--- config.mk ---
export PLATFORM = sky130hd
export DESIGN_NAME = ser_chain_out
export DESIGN_NICKNAME = d
export VERILOG_FILES = /design/src/rtl/ser_chain_pkg.sv /design/src/rtl/sc_edge_track.sv /design/src/rtl/sc_result_hold.sv /design/src/rtl/sc_out_shifter.sv /design/src/rtl/ser_chain_out.sv
export SDC_FILE = /design/constraint.sdc
export NUM_CORES = 1
export LEC_CHECK = 0
export BUFFER_PORTS_ARGS = -buffer_cell sky130_fd_sc_hd__buf_2
export CAP_MARGIN = 10
export CORE_MARGIN = 2
export CORE_UTILIZATION = 25
export DETAILED_ROUTE_END_ITERATION = 12
export GPL_TIMING_DRIVEN = 0
export PLACE_DENSITY = 0.5
export SETUP_SLACK_MARGIN = 0.3
export SKIP_CTS_REPAIR_TIMING = 1
export SYNTH_ARGS = -nofsm -noshare
export SYNTH_HDL_FRONTEND = slang
export SYNTH_HIERARCHICAL = 1
export SYNTH_SLANG_ARGS = --single-unit
export TNS_END_PERCENT = 20
--- constraint.sdc ---
create_clock -name clk -period 1.7 [get_ports clk]
set_input_delay 0.17 -clock clk [delete_from_list [all_inputs] [get_ports clk]]
set_output_delay 0.17 -clock clk [all_outputs]
set_load 0.03 [all_outputs]
--- src/rtl/ser_chain_pkg.sv ---
package ser_chain_pkg;

  // Position of the device in a cascade; the encoding is the config bit value.
  typedef enum logic {
    CHAIN_PASS = 1'b0,
    CHAIN_HEAD = 1'b1
  } chain_pos_e;

  localparam int unsigned DEF_DATA_W = 16;
  localparam int unsigned DEF_TAG_W  = 8;
  localparam int unsigned DEF_CHAN_W = 3;

endpackage

--- src/rtl/sc_edge_track.sv ---
module sc_edge_track (
  input  logic clk,
  input  logic rst,
  input  logic sclk,
  input  logic cs_n,
  output logic sclk_rise,
  output logic sclk_fall,
  output logic sel_fall
);

  logic sclk_q;
  logic cs_n_q;

  always_ff @(posedge clk) begin
    if (rst) begin
      sclk_q <= 1'b0;
      cs_n_q <= 1'b1;
    end else begin
      sclk_q <= sclk;
      cs_n_q <= cs_n;
    end
  end

  // Serial edges only count inside a frame.
  assign sclk_rise = sclk & ~sclk_q & ~cs_n;
  assign sclk_fall = ~sclk & sclk_q & ~cs_n;
  assign sel_fall  = ~cs_n & cs_n_q;

endmodule

--- src/rtl/sc_result_hold.sv ---
module sc_result_hold #(
  parameter int unsigned DATA_W = 16,
  parameter int unsigned CHAN_W = 3
) (
  input  logic              clk,
  input  logic              rst,
  input  logic              load_en,
  input  logic [DATA_W-1:0] data_in,
  input  logic [CHAN_W-1:0] chan_in,
  output logic [DATA_W-1:0] data_q,
  output logic [CHAN_W-1:0] chan_q
);

  always_ff @(posedge clk) begin
    if (rst) begin
      data_q <= '0;
      chan_q <= '0;
    end else if (load_en) begin
      data_q <= data_in;
      chan_q <= chan_in;
    end
  end

endmodule

--- src/rtl/sc_out_shifter.sv ---
module sc_out_shifter
  import ser_chain_pkg::*;
#(
  parameter int unsigned DATA_W = 16,
  parameter int unsigned TAG_W  = 8,
  parameter int unsigned CHAN_W = 3
) (
  input  logic              clk,
  input  logic              rst,
  input  logic              frame_start,
  input  logic              bit_capture,
  input  logic              bit_shift,
  input  logic              cdi,
  input  logic [DATA_W-1:0] word,
  input  logic [CHAN_W-1:0] chan,
  input  chain_pos_e        pos_in,
  input  logic              tag_in,
  output logic              sdo
);

  localparam int unsigned SR_W = DATA_W + TAG_W;

  logic [SR_W-1:0]  sr_q;
  logic [SR_W-1:0]  sr_next;
  logic [TAG_W-1:0] tag_word;
  logic             cdi_cap_q;
  chain_pos_e       pos_f;
  logic             tag_f;
  logic             fill;

  // Tag: channel number at the top, zero padding below.
  generate
    if (TAG_W > CHAN_W) begin : g_tag_pad
      assign tag_word = {chan, {(TAG_W-CHAN_W){1'b0}}};
    end else begin : g_tag_trunc
      assign tag_word = chan[CHAN_W-1 -: TAG_W];
    end
  endgenerate

  // The new bit enters at the bottom of the active window, so the pass-through
  // delay equals the window length (DATA_W or DATA_W+TAG_W).
  always_comb begin
    fill    = (pos_f == CHAIN_HEAD) ? 1'b0 : cdi_cap_q;
    sr_next = sr_q << 1;
    if (tag_f) sr_next[0]     = fill;
    else       sr_next[TAG_W] = fill;
  end

  always_ff @(posedge clk) begin
    if (rst) begin
      sr_q      <= '0;
      cdi_cap_q <= 1'b0;
      pos_f     <= CHAIN_HEAD;
      tag_f     <= 1'b0;
    end else begin
      if (frame_start) begin
        pos_f     <= pos_in;
        tag_f     <= tag_in;
        cdi_cap_q <= 1'b0;
        sr_q      <= tag_in ? {word, tag_word} : {word, {TAG_W{1'b0}}};
      end else begin
        if (bit_capture) cdi_cap_q <= cdi;
        if (bit_shift)   sr_q      <= sr_next;
      end
    end
  end

  assign sdo = sr_q[SR_W-1];

endmodule

--- src/rtl/ser_chain_out.sv ---
module ser_chain_out
  import ser_chain_pkg::*;
#(
  parameter int unsigned DATA_W = DEF_DATA_W,
  parameter int unsigned TAG_W  = DEF_TAG_W,
  parameter int unsigned CHAN_W = DEF_CHAN_W
) (
  input  logic              clk,
  input  logic              rst,
  input  logic              cs_n,
  input  logic              sclk,
  input  logic              cdi,
  input  logic [DATA_W-1:0] conv_data,
  input  logic              conv_valid,
  input  logic [CHAN_W-1:0] conv_chan,
  input  logic              cfg_head,
  input  logic              cfg_tag_en,
  output logic              sdo,
  output logic              sdo_oe
);

  logic              sclk_rise;
  logic              sclk_fall;
  logic              sel_fall;
  logic [DATA_W-1:0] held_data;
  logic [CHAN_W-1:0] held_chan;
  logic              oe_q;
  chain_pos_e        pos_cfg;

  assign pos_cfg = chain_pos_e'(cfg_head);

  sc_edge_track u_edges (
    .clk       (clk),
    .rst       (rst),
    .sclk      (sclk),
    .cs_n      (cs_n),
    .sclk_rise (sclk_rise),
    .sclk_fall (sclk_fall),
    .sel_fall  (sel_fall)
  );

  sc_result_hold #(
    .DATA_W (DATA_W),
    .CHAN_W (CHAN_W)
  ) u_hold (
    .clk     (clk),
    .rst     (rst),
    .load_en (conv_valid & cs_n),
    .data_in (conv_data),
    .chan_in (conv_chan),
    .data_q  (held_data),
    .chan_q  (held_chan)
  );

  sc_out_shifter #(
    .DATA_W (DATA_W),
    .TAG_W  (TAG_W),
    .CHAN_W (CHAN_W)
  ) u_shift (
    .clk         (clk),
    .rst         (rst),
    .frame_start (sel_fall),
    .bit_capture (sclk_rise),
    .bit_shift   (sclk_fall),
    .cdi         (cdi),
    .word        (held_data),
    .chan        (held_chan),
    .pos_in      (pos_cfg),
    .tag_in      (cfg_tag_en),
    .sdo         (sdo)
  );

  always_ff @(posedge clk) begin
    if (rst) oe_q <= 1'b0;
    else     oe_q <= ~cs_n;
  end

  assign sdo_oe = oe_q;

endmodule

==> impl_results.md, run 1 <==
* Status: finished clean
* Flip-flop and latch area at 982 µm²
* Number of global-route vias before repair at roughly 1400
* Nets at around 270
* Final core occ at 0.313
* Total core area at 8300 µm²
* Most frequent cell after synthesis: dfxtp_1
* Htree depth at 2
* Reg-to-reg slack, setup at around 0.29 ns
* Final number of setup-violating endpoints at 0
* Share of async-settable or async-resettable flops after synthesis at 0
* Largest net degree at the start of global routing at 15
* Syn-to-layout area delta at 20.4%
* Worst-path clk slew at around 0.09 ns
* Reg2reg end: u_shift/sr_q[9]
* Ant diodes at 0
* Vias at about 1500
* Initial Util at 0.260
* Clock Path Buffers at 2
* Worst reg2reg path startpoint: u_edges/sclk_q
* # rows at 33
* Layout cells sized above 1 at 0.368
* Register bit total from synthesis at between 40 and 50
* Initial antenna violation count at 0
* Worst-case reg-to-reg path depth at 6
* 1st-pass router iterations at 4
* Synth Flop Type: dfxtp_1
* Max Slew Vio Count at 0
* Setup TNS at 0 ns
* Placed Area at 2430 µm²
* Synth area leader: dfxtp_1
* Max VDD drop at ~0.37 mV
* Finished Cell Area at roughly 2600 µm²
* Max-cap violations at 0
* Port Buffers at 28
* Syn_nets at 234
* Clock Skews at between 0.005 and 0.006 ns
* Met3 usage at 0.0159
* CTS tree: done
* Post-Syn Area at 2160 µm²
* Die area at ~9400 µm²
* Fmax achieved at between 700 and 800 MHz
* ANT nets after route at 0
* Root Driver: clkbuf_8
* Leak Pwr at ~1 nW
* CP startpoint kind: flip-flop
* Gr usage total at 0.0907
* Critical Path RT at approximately 1.9 ns
* Routed len/inst at approximately 11 µm
* Aggregate global routing overflow at 0
* # DRC at 0
* Final WL at between 3000 and 4000 µm
* Measured slew at the worst slew-check pin at about 0.77 ns
* Worst setup EP type: flip-flop
* Number of fill cells at between 800 and 900
* I/O pins at 29
* Clock Latency Late Sink at ~0.30 ns
* HP Class: in -> reg
* DR vias/cell at about 4.1
* Yosys top cell area share at 0.454
* Seq/Total Area, Yosys at 0.454
* Setup CP Type: reg -> reg
* Multi-input gate area at about 1000 µm²
* Hold Vio Cnt, Final at 0
* DIE HEIGHT at ~97 µm
* Clock buffer count from CTS at 5
* Yosys warning count at 6
* Most Crowded Layer GR: met2
* Met2 usage at 0.139
* Commonest cells post-synth: dfxtp_1 (49), nor2_1 (25), mux2i_1 (24)
* Synth area leaders: dfxtp_1 (45%), mux2i_1 (11%), mux2_4 (8.3%)
* Crit path DAT at about 1.6 ns
* Crit path max fanout at 8
* Post-Synthesis Cells at 207
* Final worst path period share at 0.829
* Clk sinks at 49
* Met1 Usage GRT at 0.124
* P per Cell Area at approximately 840 nW/µm²
* Average size of a mapped cell at around 10 µm²
* Worst Setup EP: u_shift/sr_q[9]
* First-pass GRT wire length at ~7000 µm
* Relative slew margins at 0.488
* Tmin final at roughly 1.4 ns
* Yosys cell types at 25
* Crit path from: u_edges/sclk_q
* DP Wirelength at between 2000 and 3000 µm
* Number of flops mapped to enable cells by yosys at 0
* DR iter-0 viols at 42
* Die W at 96.9 µm
* Unrepaired setup endpoints after global routing: yes
* GP Congestion at roughly 0.71
placed cells by master (no fill, tap or decap), types with 7 or more instances in the layout:
cell,netlist,layout
a21oi_2,12,12
clkbuf_8,0,7
nand2_1,23,23
nor2_1,25,25
mux2i_1,24,24
mux2_4,12,13
a21oi_1,8,8
nand2_2,12,12
buf_2,4,32
dfxtp_1,49,48
flip-flops by register name, summed over array words and instances, names as in the netlist:
signal / count
u_edges/cs_n_q: 1
u_shift/cdi_cap_q: 1
u_hold/chan_q: 3
u_edges/sclk_q: 1
u_shift/tag_f: 1
u_shift/sr_q: 24
sdo_oe: 1
u_hold/data_q: 16
u_shift/pos_f: 1
stage by stage:
step	setup WS [ns]	power [mW]	hold WS, ns	std cells
floorplan	0.312	1.39	0.237	207
global placement	0.169	1.46	0.383	340
detailed placement	0.179	1.46	0.389	340
CTS	0.178	2.22	0.0688	348
finish	0.291	2.18	0.0784	352
global route	0.241	2.30	0.0818	352
cell type report:
type | count | area share
Sequential cell | 49 | 0.378
Inverter | 1 | 0.00626
Buffer | 14 | 0.0534
Clock inverter | 1 | 0.00193
Clock buffer | 7 | 0.0371
Tap cell | 105 | 0.0506
Timing Repair Buffer | 32 | 0.0737
Multi-Input combinational cell | 143 | 0.399
routing by layer:
| metal | vias up | share of wire |
|---|---|---|
| li1 | 766 | - |
| met1 | 662 | 0.50 |
| met2 | 18 | 0.46 |
| met3 | 6 | 0.020 |
| met4 | 0 | 0.021 |
| met5 | - | 0 |
worst min-delay path by stage:
stage                  start             to  slack, ns  cells past startpoint
finish              cfg_head  u_shift/pos_f       0.08                      2
CTS                 cfg_head  u_shift/pos_f       0.07                      2
floorplan                rst         sdo_oe       0.24                      1
global placement    cfg_head  u_shift/pos_f       0.38                      2
global route        cfg_head  u_shift/pos_f       0.08                      2
detailed placement  cfg_head  u_shift/pos_f       0.39                      2
kinds of logic after synthesis:
kind of cell,after synthesis,share of synthesized area
AND/OR/NAND/NOR,78,0.169
flip-flops,49,0.454
multiplexers,42,0.226
AO/OA/AOI/OAI,23,0.0788
buffers and inverters,15,0.0719
power by group:
part / internal [mW] / switching, mW / total [mW]
Combinational: 0.113 / 0.117 / 0.230
Clock: 0.368 / 0.377 / 0.745
Sequential: 1.19 / 0.0206 / 1.21
Total: 1.67 / 0.515 / 2.18
critical path, cell delays in order (launching register included):
cell       delay [ns]
dfxtp_2          0.33
nor3b_4          0.18
buf_6            0.19
clkbuf_16        0.17
mux2_4           0.30
nand2_2          0.06
a21oi_2          0.04
(Power assumes the default switching activity.)
==> inputs of run 2 (changes only) <==
==> constraint.sdc (replaced) <==
create_clock -name clk -period 1.4 [get_ports clk]
set_input_delay 0.14 -clock clk [delete_from_list [all_inputs] [get_ports clk]]
set_output_delay 0.14 -clock clk [all_outputs]
set_load 0.03 [all_outputs]
==> run 2 against run 1 <==
The run now ends with setup timing left; clock skew increased by 0.0061 ns; global-route usage increased by 0.21 points; wire length increased by 6.9%; critical path type unchanged; critical endpoint is now u_shift/sr_q[6].
==> impl_results.md, run 2 (synthesized netlist as in run 1, its figures left out) <==
* Status: finished with violations
* Failing checks: setup timing
* Critical Path RT at roughly 1.6 ns
* Clock Skews at 0.0119 ns
* Die W at 96.9 µm
* Final WL at 4250 µm
* Flip-flop and latch area at 983 µm²
* DP Wirelength at 2880 µm
* Setup TNS at -0.350 ns
* Initial Util at 0.260
* DR vias/cell at 4.12
* Setup CP Type: reg -> reg
* Vias at between 1000 and 1500
* 1st-pass router iterations at 4
* ANT nets after route at 0
* Met2 usage at 0.152
* Measured slew at the worst slew-check pin at between 0.7 and 0.8 ns
* Reg-to-reg slack, setup at -0.04 ns
* Fmax achieved at slightly below 700 MHz
* Multi-input gate area at between 1000 and 1500 µm²
* GP Congestion at just under 0.7
* Aggregate global routing overflow at 0
* Ant diodes at 0
* Die area at around 9400 µm²
* Post-placement cell count at 340
* Port Buffers at 28
* CTS tree: done
* Clock buffer count from CTS at 5
* Clock Latency Late Sink at ~0.31 ns
* Largest reg by FF count: u_shift/sr_q
* Leak Pwr at around 0.99 nW
* Relative slew margins at 0.502
* Met3 usage at 0.0246
* Final worst path period share at 1.03
* Number of global-route vias before repair at approximately 1400
* Top Registers: u_shift/sr_q: 24 flops, u_hold/data_q: 16 flops, u_hold/chan_q: 3 flops
* Top delay family on crit path: flip-flops
* Crit path DAT at 1.60 ns
* DIE HEIGHT at between 90 and 100 µm
* Met1 Usage GRT at 0.121
* Clock Path Buffers at 2
* CP startpoint kind: flip-flop
* Buf+Inv Stages, Crit Path at 2
* Crit path max fanout at 5
* Max-cap violations at 0
* Htree depth at 2
* Final core occ at 0.318
* Max reg flops at 24
* Non-Filler Instances at around 350
* Max Slew Vio Count at 0
* Clk sinks at just under 50
* # DRC at 0
* P per Cell Area at 983 nW/µm²
* DR iter-0 viols at 57
* PnR worst setup slack at -0.0414 ns
* Root Driver: clkbuf_8
* Most common cell after layout, fill and taps aside: dfxtp_1
* Worst setup EP type: flip-flop
* I/O pins at 29
* Commonest non-fill, non-tap cells in the layout: dfxtp_1 (47), buf_2 (31), nor2_1 (24), mux2i_1 (24), nand2_1 (23)
* Largest net degree at the start of global routing at 16
* Nets at between 200 and 300
* Syn-to-layout area delta at 22.3%
* HP Class: in -> reg
* Gr usage total at 0.0928
* Critical path's slowest cell: dfxtp_2
* Critical Path Max Stage Delay at 0.35 ns
* Total core area at a little over 8000 µm²
* Tmin final at roughly 1.4 ns
* Initial antenna violation count at 0
* Number of fill cells at between 800 and 900
* Final number of setup-violating endpoints at 18
* First-pass GRT wire length at 7090 µm
* Layout cells sized above 1 at 0.407
* Hold Vio Cnt, Final at 0
* Routed len/inst at approximately 12 µm
* Unrepaired setup endpoints after global routing: yes
* Most Crowded Layer GR: met2
* Worst-path clk slew at 0.10 ns
* # rows at 33
* Max VDD drop at between 0.4 and 0.5 mV
* Critical Path, Cell by Cell: nor3b_4 > buf_6 > clkbuf_16 > mux2_4 > nand2_2 > a21oi_2
run 2: changes by cell type in the layout (fill, tap and decap cells not counted), moves of 2 or more:
cell	before	now
mux2_1	5	0
mux2_4	13	18
buf_4	2	4
clkbuf_8	7	5
run 2: layout make-up:
type | instances | share of cell area
inverter | 1 | 0.00616
clock buffer | 5 | 0.0261
sequential | 49 | 0.373
multi-input combinational | 143 | 0.404
buffer | 14 | 0.0564
timing repair buffer | 33 | 0.0787
tap | 105 | 0.0498
clock inverter | 3 | 0.00664
run 2: worst paths after layout:
| path | from | cells past startpoint | endpoint |
|---|---|---|---|
| setup reg to reg | u_edges/sclk_q | 6 | u_shift/sr_q[6] |
| hold reg to reg | u_hold/data_q[8] | 2 | u_shift/sr_q[16] |
| hold / removal | cfg_head | 2 | u_shift/pos_f |
| setup / recovery | u_edges/sclk_q | 6 | u_shift/sr_q[6] |
run 2: worst reg2reg max path, stage by stage (launching register included):
cell       delay (ns)
dfxtp_2          0.35
nor3b_4          0.20
buf_6            0.18
clkbuf_16        0.16
mux2_4           0.30
nand2_2          0.06
a21oi_2          0.04
run 2: layer usage:
metal / vias up / part of all wire
met5: - / 0
met4: 0 / 0.010
met3: 4 / 0.036
met2: 24 / 0.48
met1: 662 / 0.48
li1: 765 / -
run 2: power breakdown:
part           total [mW]  internal (mW)  switching [mW]
logic               0.296          0.147           0.149
registers            1.47           1.44          0.0243
clock network       0.833          0.346           0.487
run 2: stage by stage:
stage | instance area [µm²] | hold slack (ns) | total power [mW] | setup WS [ns]
after floorplan | 2160 | 0.207 | 1.69 | 0.0948
after global placement | 2430 | 0.358 | 1.77 | -0.0241
after detailed placement | 2430 | 0.364 | 1.78 | -0.0413
after CTS | 2520 | 0.0363 | 2.61 | -0.0704
after global routing | 2640 | 0.0261 | 2.73 | -0.0972
final | 2640 | 0.0389 | 2.59 | -0.0414
